--- config.mk ---
export PLATFORM = sky130hd
export DESIGN_NAME = wr_stop_ctrl
export DESIGN_NICKNAME = d
export VERILOG_FILES = /design/src/rtl/wr_stop_pkg.sv /design/src/rtl/wr_line_decode.sv /design/src/rtl/wr_boundary_detect.sv /design/src/rtl/wr_admit.sv /design/src/rtl/wr_stop_ctrl.sv
export SDC_FILE = /design/constraint.sdc
export NUM_CORES = 1
export LEC_CHECK = 0
export ABC_AREA = 0
export BUFFER_PORTS_ARGS = -buffer_cell sky130_fd_sc_hd__buf_4
export CORE_MARGIN = 5
export CORE_UTILIZATION = 35
export CTS_CLUSTER_SIZE = 16
export DETAILED_ROUTE_END_ITERATION = 16
export GPL_ROUTABILITY_DRIVEN = 0
export PLACE_DENSITY = 0.85
export SYNTH_ARGS = -nofsm -noshare
export SYNTH_HDL_FRONTEND = slang
export SYNTH_SLANG_ARGS = --single-unit
--- constraint.sdc ---
create_clock -name clk_i -period 0.8 [get_ports clk_i]
set_clock_uncertainty 0.05 [all_clocks]
set_input_delay 0.16 -clock clk_i [delete_from_list [all_inputs] [get_ports clk_i]]
set_output_delay 0.16 -clock clk_i [all_outputs]
set_load 0.05 [all_outputs]
--- src/rtl/wr_stop_pkg.sv ---
package wr_stop_pkg;
  typedef enum logic [1:0] {
    KIND_DLY = 2'b00,
    KIND_PMW = 2'b01,
    KIND_MWI = 2'b10,
    KIND_RSV = 2'b11
  } wr_kind_e;

  typedef struct packed {
    logic accept;
    logic disc;
    logic retry;
  } wr_dec_t;

  localparam int unsigned PAGE_HI  = 11;
  localparam int unsigned LINE_MAX_LOG = 4;
endpackage

--- src/rtl/wr_line_decode.sv ---
module wr_line_decode
  import wr_stop_pkg::*;
#(
  parameter int unsigned LS_W = 8
) (
  input  logic [LS_W-1:0]         line_size_i,
  output logic                    legal_o,
  output logic [LINE_MAX_LOG-1:0] mask_o
);
  always_comb begin
    legal_o = 1'b0;
    mask_o  = '0;
    for (int k = 0; k <= LINE_MAX_LOG; k++) begin
      if (line_size_i == LS_W'(1 << k)) begin
        legal_o = 1'b1;
        mask_o  = LINE_MAX_LOG'((1 << k) - 1);
      end
    end
  end
endmodule

--- src/rtl/wr_boundary_detect.sv ---
module wr_boundary_detect
  import wr_stop_pkg::*;
#(
  parameter int unsigned ADDR_W = 32
) (
  input  logic [ADDR_W-1:0]       addr_i,
  input  logic [LINE_MAX_LOG-1:0] mask_i,
  output logic                    page_end_o,
  output logic                    line_end_o
);
  localparam int unsigned LINE_HI = 2 + LINE_MAX_LOG - 1;

  // last DWORD before the boundary: the next address wraps these bits to zero
  assign page_end_o = &addr_i[PAGE_HI:2];
  assign line_end_o = &(addr_i[LINE_HI:2] | ~mask_i);
endmodule

--- src/rtl/wr_admit.sv ---
module wr_admit
  import wr_stop_pkg::*;
#(
  parameter int unsigned LS_W   = 8,
  parameter int unsigned FREE_W = 8,
  parameter int unsigned DQ_W   = 3
) (
  input  logic              phase_valid_i,
  input  logic              first_phase_i,
  input  wr_kind_e          kind_i,
  input  logic              upstream_i,
  input  logic              fbb_i,
  input  logic              fbb_en_up_i,
  input  logic              fbb_en_dn_i,
  input  logic              wdc_ctl_i,
  input  logic [LS_W-1:0]   line_size_i,
  input  logic [FREE_W-1:0] fifo_free_i,
  input  logic [DQ_W-1:0]   dq_open_i,
  input  logic              legal_i,
  input  logic              page_end_i,
  input  logic              line_end_i,
  output wr_dec_t           dec_o
);
  localparam int unsigned CW = ((LS_W > FREE_W) ? LS_W : FREE_W) + 1;

  logic is_dly, is_mwi, no_room, fbb_ok, low_room, stop;
  logic [CW-1:0] room_after;

  assign is_dly = (kind_i == KIND_DLY);
  assign is_mwi = (kind_i == KIND_MWI);
  assign no_room = is_dly ? (dq_open_i == '0) : (fifo_free_i == '0);
  assign fbb_ok  = upstream_i ? fbb_en_up_i : fbb_en_dn_i;
  assign room_after = CW'(fifo_free_i) - CW'(1);
  assign low_room   = room_after < CW'(line_size_i);

  always_comb begin
    if (is_dly)                       stop = 1'b1;
    else if (fifo_free_i == FREE_W'(1)) stop = 1'b1;
    else if (is_mwi)                  stop = legal_i ? (line_end_i && low_room) : page_end_i;
    else if (wdc_ctl_i && legal_i)    stop = line_end_i;
    else                              stop = page_end_i;
  end

  always_comb begin
    dec_o = '0;
    if (phase_valid_i) begin
      if (first_phase_i && (no_room || (fbb_i && !fbb_ok))) begin
        dec_o.retry = 1'b1;
      end else if (!is_dly && fifo_free_i == '0) begin
        dec_o.disc = 1'b1;
      end else begin
        dec_o.accept = 1'b1;
        dec_o.disc   = stop;
      end
    end
  end
endmodule

--- src/rtl/wr_stop_ctrl.sv ---
module wr_stop_ctrl
  import wr_stop_pkg::*;
#(
  parameter int unsigned ADDR_W = 32,
  parameter int unsigned LS_W   = 8,
  parameter int unsigned FREE_W = 8,
  parameter int unsigned DQ_W   = 3
) (
  input  logic              clk_i,
  input  logic              rst_ni,
  input  logic              phase_valid_i,
  input  logic              first_phase_i,
  input  logic [1:0]        kind_i,
  input  logic              upstream_i,
  input  logic              fbb_i,
  input  logic              fbb_en_up_i,
  input  logic              fbb_en_dn_i,
  input  logic [ADDR_W-1:0] addr_i,
  input  logic [LS_W-1:0]   line_size_i,
  input  logic              wdc_ctl_i,
  input  logic [FREE_W-1:0] fifo_free_i,
  input  logic [DQ_W-1:0]   dq_open_i,
  output logic              accept_o,
  output logic              disconnect_o,
  output logic              retry_o
);
  logic                    legal;
  logic [LINE_MAX_LOG-1:0] mask;
  logic                    page_end, line_end;
  wr_dec_t                 dec_d, dec_q;

  wr_line_decode #(.LS_W(LS_W)) i_line_decode (
    .line_size_i(line_size_i),
    .legal_o    (legal),
    .mask_o     (mask)
  );

  wr_boundary_detect #(.ADDR_W(ADDR_W)) i_boundary_detect (
    .addr_i    (addr_i),
    .mask_i    (mask),
    .page_end_o(page_end),
    .line_end_o(line_end)
  );

  wr_admit #(.LS_W(LS_W), .FREE_W(FREE_W), .DQ_W(DQ_W)) i_admit (
    .phase_valid_i(phase_valid_i),
    .first_phase_i(first_phase_i),
    .kind_i       (wr_kind_e'(kind_i)),
    .upstream_i   (upstream_i),
    .fbb_i        (fbb_i),
    .fbb_en_up_i  (fbb_en_up_i),
    .fbb_en_dn_i  (fbb_en_dn_i),
    .wdc_ctl_i    (wdc_ctl_i),
    .line_size_i  (line_size_i),
    .fifo_free_i  (fifo_free_i),
    .dq_open_i    (dq_open_i),
    .legal_i      (legal),
    .page_end_i   (page_end),
    .line_end_i   (line_end),
    .dec_o        (dec_d)
  );

  always_ff @(posedge clk_i or negedge rst_ni) begin
    if (!rst_ni) dec_q <= '0;
    else         dec_q <= dec_d;
  end

  assign accept_o     = dec_q.accept;
  assign disconnect_o = dec_q.disc;
  assign retry_o      = dec_q.retry;

  assert_reset_clear_R1: assert property (@(posedge clk_i)
    !rst_ni |-> !(accept_o || disconnect_o || retry_o));

  assert_idle_quiet_R2: assert property (@(posedge clk_i) disable iff (!rst_ni)
    !phase_valid_i |=> !(accept_o || disconnect_o || retry_o));

  assert_retry_disc_mutex_R11: assert property (@(posedge clk_i) disable iff (!rst_ni)
    !(retry_o && (disconnect_o || accept_o)));

  assert_retry_first_only_R11: assert property (@(posedge clk_i) disable iff (!rst_ni)
    (phase_valid_i && !first_phase_i) |=> !retry_o);

  assert_dly_single_R3: assert property (@(posedge clk_i) disable iff (!rst_ni)
    (phase_valid_i && kind_i == KIND_DLY) |=> (retry_o || disconnect_o));

  assert_full_fifo_no_accept_R9: assert property (@(posedge clk_i) disable iff (!rst_ni)
    (phase_valid_i && kind_i != KIND_DLY && fifo_free_i == '0) |=> !accept_o);

  assert_last_slot_disc_R8: assert property (@(posedge clk_i) disable iff (!rst_ni)
    (phase_valid_i && kind_i != KIND_DLY && fifo_free_i == FREE_W'(1)) |=>
      (retry_o || (accept_o && disconnect_o)));
endmodule

# [Word level (Yosys, flattened, before mapping)]
# Index checks and enable logic that the tools add are counted.
# W data, S select, Z words.
[totals] wordCells=48 ff_bits=3
[op_classes] addsub=1 bitwise_logic=2 eq_ne=7 n_reduce_logical=13 n_lt_le_gt_ge=1 n_mux=21
[op_table] op="$eq A8 B1 Y1 const B" n=2
[op_table] op="$mux W1" n=16
[op_table] op="$reduce_and A10 Y1" n=1
[op_table] op="$lt A9 B8 Y1" n=1
[op_table] op="$sub A8 B1 Y9 const B" n=1
[op_table] op="$eq A8 B2 Y1 const B" n=1
[op_table] op="$eq A8 B3 Y1 const B" n=1
[op_table] op="$eq A8 B4 Y1 const B" n=1
[op_table] op="$eq A8 B5 Y1 const B" n=1
[op_table] op="$logic_not A8 Y1" n=1
[op_table] op="$mux W3" n=2
[op_table] op="$logic_and A1 B1 Y1" n=5
[op_table] op="$mux W2" n=2
[op_table] op="$mux W4" n=1
[op_table] op="$not A4 Y4" n=1
[op_table] op="$or A4 B4 Y4" n=1
[op_table] op="$reduce_and A4 Y1" n=1
[op_table] op="$logic_not A3 Y1" n=1
[op_table] op="$eq A2 B2 Y1 const B" n=1
[op_table] op="$logic_not A1 Y1" n=2
[op_table] op="$logic_not A2 Y1" n=1
[op_table] op="$logic_or A1 B1 Y1" n=1

# [Depth between registers and ports, before layout]
[depth] ltp_word=16 mapped_depth=12 depth_no_buf=12

# [Hierarchy]
# From an unflattened synthesis, not the netlist that was laid out.
[unflattened] hier_cells=93 hier_area_um2=719.4
[modules_own_cells] mod="wr_admit" cells_per_inst=60 area_per_inst_um2=446.7 instances=1
[modules_own_cells] mod="wr_line_decode" cells_per_inst=21 area_per_inst_um2=126.4 instances=1
[modules_own_cells] mod="wr_stop_ctrl" cells_per_inst=3 area_per_inst_um2=75.1 instances=1
[modules_own_cells] mod="wr_boundary_detect" cells_per_inst=9 area_per_inst_um2=71.3 instances=1

# [Least setup slack after synthesis]
# No wires, ideal clock.
[synth_path] path_kind="input -> register" start="input fifo_free_i[1]" end="register dec_q, in the netlist disconnect_o" path_slack_ps=-1373 path_stages=12 required_ps=663 arrival_ps=2037 path_buffers=0 setup_ps=87 path_cell_list="inv_1 ha_1 nand2_1 nor3_1 xor2_1 ha_1 and4_1 a21oi_1 o21ai_0 a211o_1 o2bb2ai_1 a211oi_2"
[synth_lines] item="start, declared" line_no="wr_stop_ctrl.sv:21" rtl="input logic [FREE_W-1:0] fifo_free_i,"
[synth_lines] item="end signal, assigned" line_no="wr_stop_ctrl.sv:64" rtl="if (!rst_ni) dec_q <= '0;"
[synth_lines] item="end signal, assigned" line_no="wr_stop_ctrl.sv:65" rtl="else dec_q <= dec_d;"
[synth_lines] item="end, declared" line_no="wr_stop_ctrl.sv:30" rtl="wr_dec_t dec_d, dec_q;"

==> flow_metrics.tcl <==
set metrics [dict create \
    result_of_the_run "complete, but fails checks" \
    violations_in_the_final_reports "setup timing" \
    fillers 140 \
    avgRoutedWirePerCell_um 14.2 \
    finalWorstPathRequiredPeriod_ns 2.08 \
    final_layout_size_suffix_gt1_frac 0.547 \
    ios 65 \
    yosysWarnings 0 \
    worst-endpoint-required_ns 0.90 \
    final_net_count 233 \
    first_pass_iters 4 \
    tritoncts_num_sinks 3 \
    yosys.cell_types.count 33 \
    cts_htree_levels 1 \
    netlist_area_um2 658 \
    net_count_after_synthesis 162 \
    dr_drc_count 0 \
    fraction_of_the_cycle_the_final_worst_path_needs 2.60 \
    remaining_max_slew_budget_at_the_tightest_pin 0.697 \
    crit_path_cell_trace "buf_4 > nor2_4 > buf_4 > nand2_2 > nor3_4 > xor2_1 > ha_1 > buf_4 > a21oi_1 > nand2_1 > a211o_1 > o2bb2ai_2 > a211oi_2" \
    initial_utilization 0.373 \
    min_path_type "in2reg" \
    worst_path_dominant_cell_family "compound AO/OA/AOI/OAI gates" \
    synth_area_leaders "ha_1 (17%), dfrtp_1 (11%), xor2_1 (8.0%), inv_1 (6.3%), nor2_1 (5.1%)" \
    final_hold_vios 0 \
    synth-edff-count 0 \
    netlist.area_leader.share 0.171 \
    num_antenna_cells 0 \
    grt_first_pass_wirelength_um 4080 \
    tritoncts.num_buffers 3 \
    setup_violations 6 \
    finalCoreUtilization 0.760 \
    grt_overflow_total 0 \
    detail-route-antenna-nets 0 \
    gr-usage-all-layers 0.198 \
    place_hpwl_um 2060 \
    post_drt_via_cell_ratio 5.18 \
    std_cell_rows 15 \
    floorplan.die.height_um 53.4 \
    area_growth_pct 104 \
    dp_cells 176 \
    critPathArrivalTime_ns 2.18 \
    layout_setup_ws_ns -1.28 \
    timing.fmax_mhz 481 \
    critical_path.most_common_cell "buf_4" \
    clock_tree.root_cell "clkbuf_4" \
    synth.most_common_cell "inv_1" \
    critPathLaunchType "input port" \
    cap_viol_max_count 0 \
    netlist.top_cell.by_area "ha_1" \
    final_design_area_no_fill_um2 1340 \
    first_global_vias 1017 \
    tns_ns -2.87 \
    power_density_over_cell_area_nw_per_um2 798 \
    drt_iter0_drc 17 \
    postPlaceCellArea_um2 1170 \
    leakage_power_nw 0.674 \
    timing_max_transition_violations_final 0 \
    rsz0062_at_grt "yes" \
    synthTopCellsByCount "inv_1 (11), ha_1 (9), nor2_1 (9), nand2_1 (7)" \
    route.vias.total 964 \
    synth-seq-area-share 0.114 \
    grt_start_max_net_pins 8 \
    cp.buffers_inverters 3 \
    synth_async_sr_flop_share 1.00 \
    max_fanout_on_critical_path 3 \
    nature_of_the_critical_path_endpoint "register" \
    holdWs_ns 0.117 \
    cts_tree "done" \
    critical_path.slowest_cell "ha_1" \
    finalNonFillerCells 186 \
    finalWirelength_um 2640 \
    tightestPinTransition_ns 0.443 \
    path_class "in2reg" \
    postSynthRegisterBits 3 \
    design.die.area_um2 2850 \
    synth_cells 91 \
    vdd_ir_drop_max_mv 0.418 \
    largest_stage_delay_on_the_critical_path_ns 0.30 \
    placeableCoreArea_um2 1760 \
    antenna_found_initial 0 \
    die_w_um 53.4 \
    synthesized_area_per_cell_um2 7.23 \
    clkSlewWorstSetupHoldPaths_ns 0.04 \
    dominantRegCellSynth "dfrtp_1" \
    port_buffers 42 \
    ctsLongestPathBuffers 2 \
]
==> state kept, by name (all words and copies together), names as in the netlist <==
name / count
retry_o: 1
disconnect_o: 1
accept_o: 1
==> metrics by stage <==
| step | total power [mW] | setup WS, ns |
|---|---|---|
| 2_1_floorplan | 0.385 | -1.25 |
| 3_3_place_gp | 0.671 | -1.46 |
| 3_5_place_dp | 0.699 | -1.59 |
| 4_1_cts | 1.01 | -1.27 |
| 5_1_grt | 1.14 | -1.40 |
| 6_report | 1.07 | -1.28 |
==> where the power goes <==
group          internal, mW  switching, mW  leakage, nW
clock                 0.188         0.0908       0.0150
sequential            0.160        0.00347       0.0392
combinational         0.350          0.279        0.620
total                 0.698          0.373        0.674
==> cell families after synthesis <==
family                   count (synthesis)  synth area share
AND/OR/NAND/NOR                         35             0.295
AO/OA/AOI/OAI                           23             0.224
buffers and inverters                   12            0.0703
adder cells (fa/ha/maj)                  9             0.171
XOR/XNOR                                 7            0.0932
flip-flops                               3             0.114
multiplexers                             2            0.0323
==> cell usage in the layout (no fill, tap or decap), types with 2 or more instances in the layout <==
| master | n |
|---|---|
| xor2_1 | 6 |
| o31ai_1 | 3 |
| a21oi_1 | 5 |
| nor3_4 | 2 |
| inv_1 | 9 |
| dfrtp_1 | 3 |
| nand2_1 | 6 |
| o21ai_0 | 5 |
| o21ai_1 | 2 |
| nand4_1 | 2 |
| clkbuf_4 | 3 |
| buf_6 | 8 |
| buf_4 | 57 |
| ha_1 | 8 |
| nor2_1 | 7 |
| nand3_1 | 3 |
==> path summary, 6_finish.rpt <==
path,from,to,slack [ns],depth (start not counted)
setup / recovery,fifo_free_i[2],disconnect_o,-1.28,13
hold / removal,phase_valid_i,retry_o,0.12,3
max in group asynchronous,rst_ni,retry_o,0.39,2
min in group asynchronous,rst_ni,disconnect_o,0.20,2
==> final cells by class <==
cell class	instances	area, um^2	area share
Timing Repair Buffer	67	543	0.405
Sequential cell	3	75.1	0.0560
Multi-Input combinational cell	76	622	0.464
Tap cell	25	31.3	0.0233
Inverter	11	43.8	0.0326
Clock buffer	4	26.3	0.0196
==> routing by layer <==
metal	up-vias	part of all wire	GRT usage	wire [um]
met1	441	0.32	0.167	838
met4	0	0.039	0.119	102
met5	-	0	0	0
met3	11	0.082	0.0366	215
met2	42	0.56	0.408	1480
li1	470	-	-	-
==> what timing repair did <==
action | in CTS | in global routing
hold buffers | 1 | 0
resized for setup | 13 | 9
endpoints found under the hold margin | 3 | 0
setup endpoints to repair | 6 | 6
buffers inserted | 1 | 4
pin swaps | 8 | 11
(Power assumes the default switching activity.)
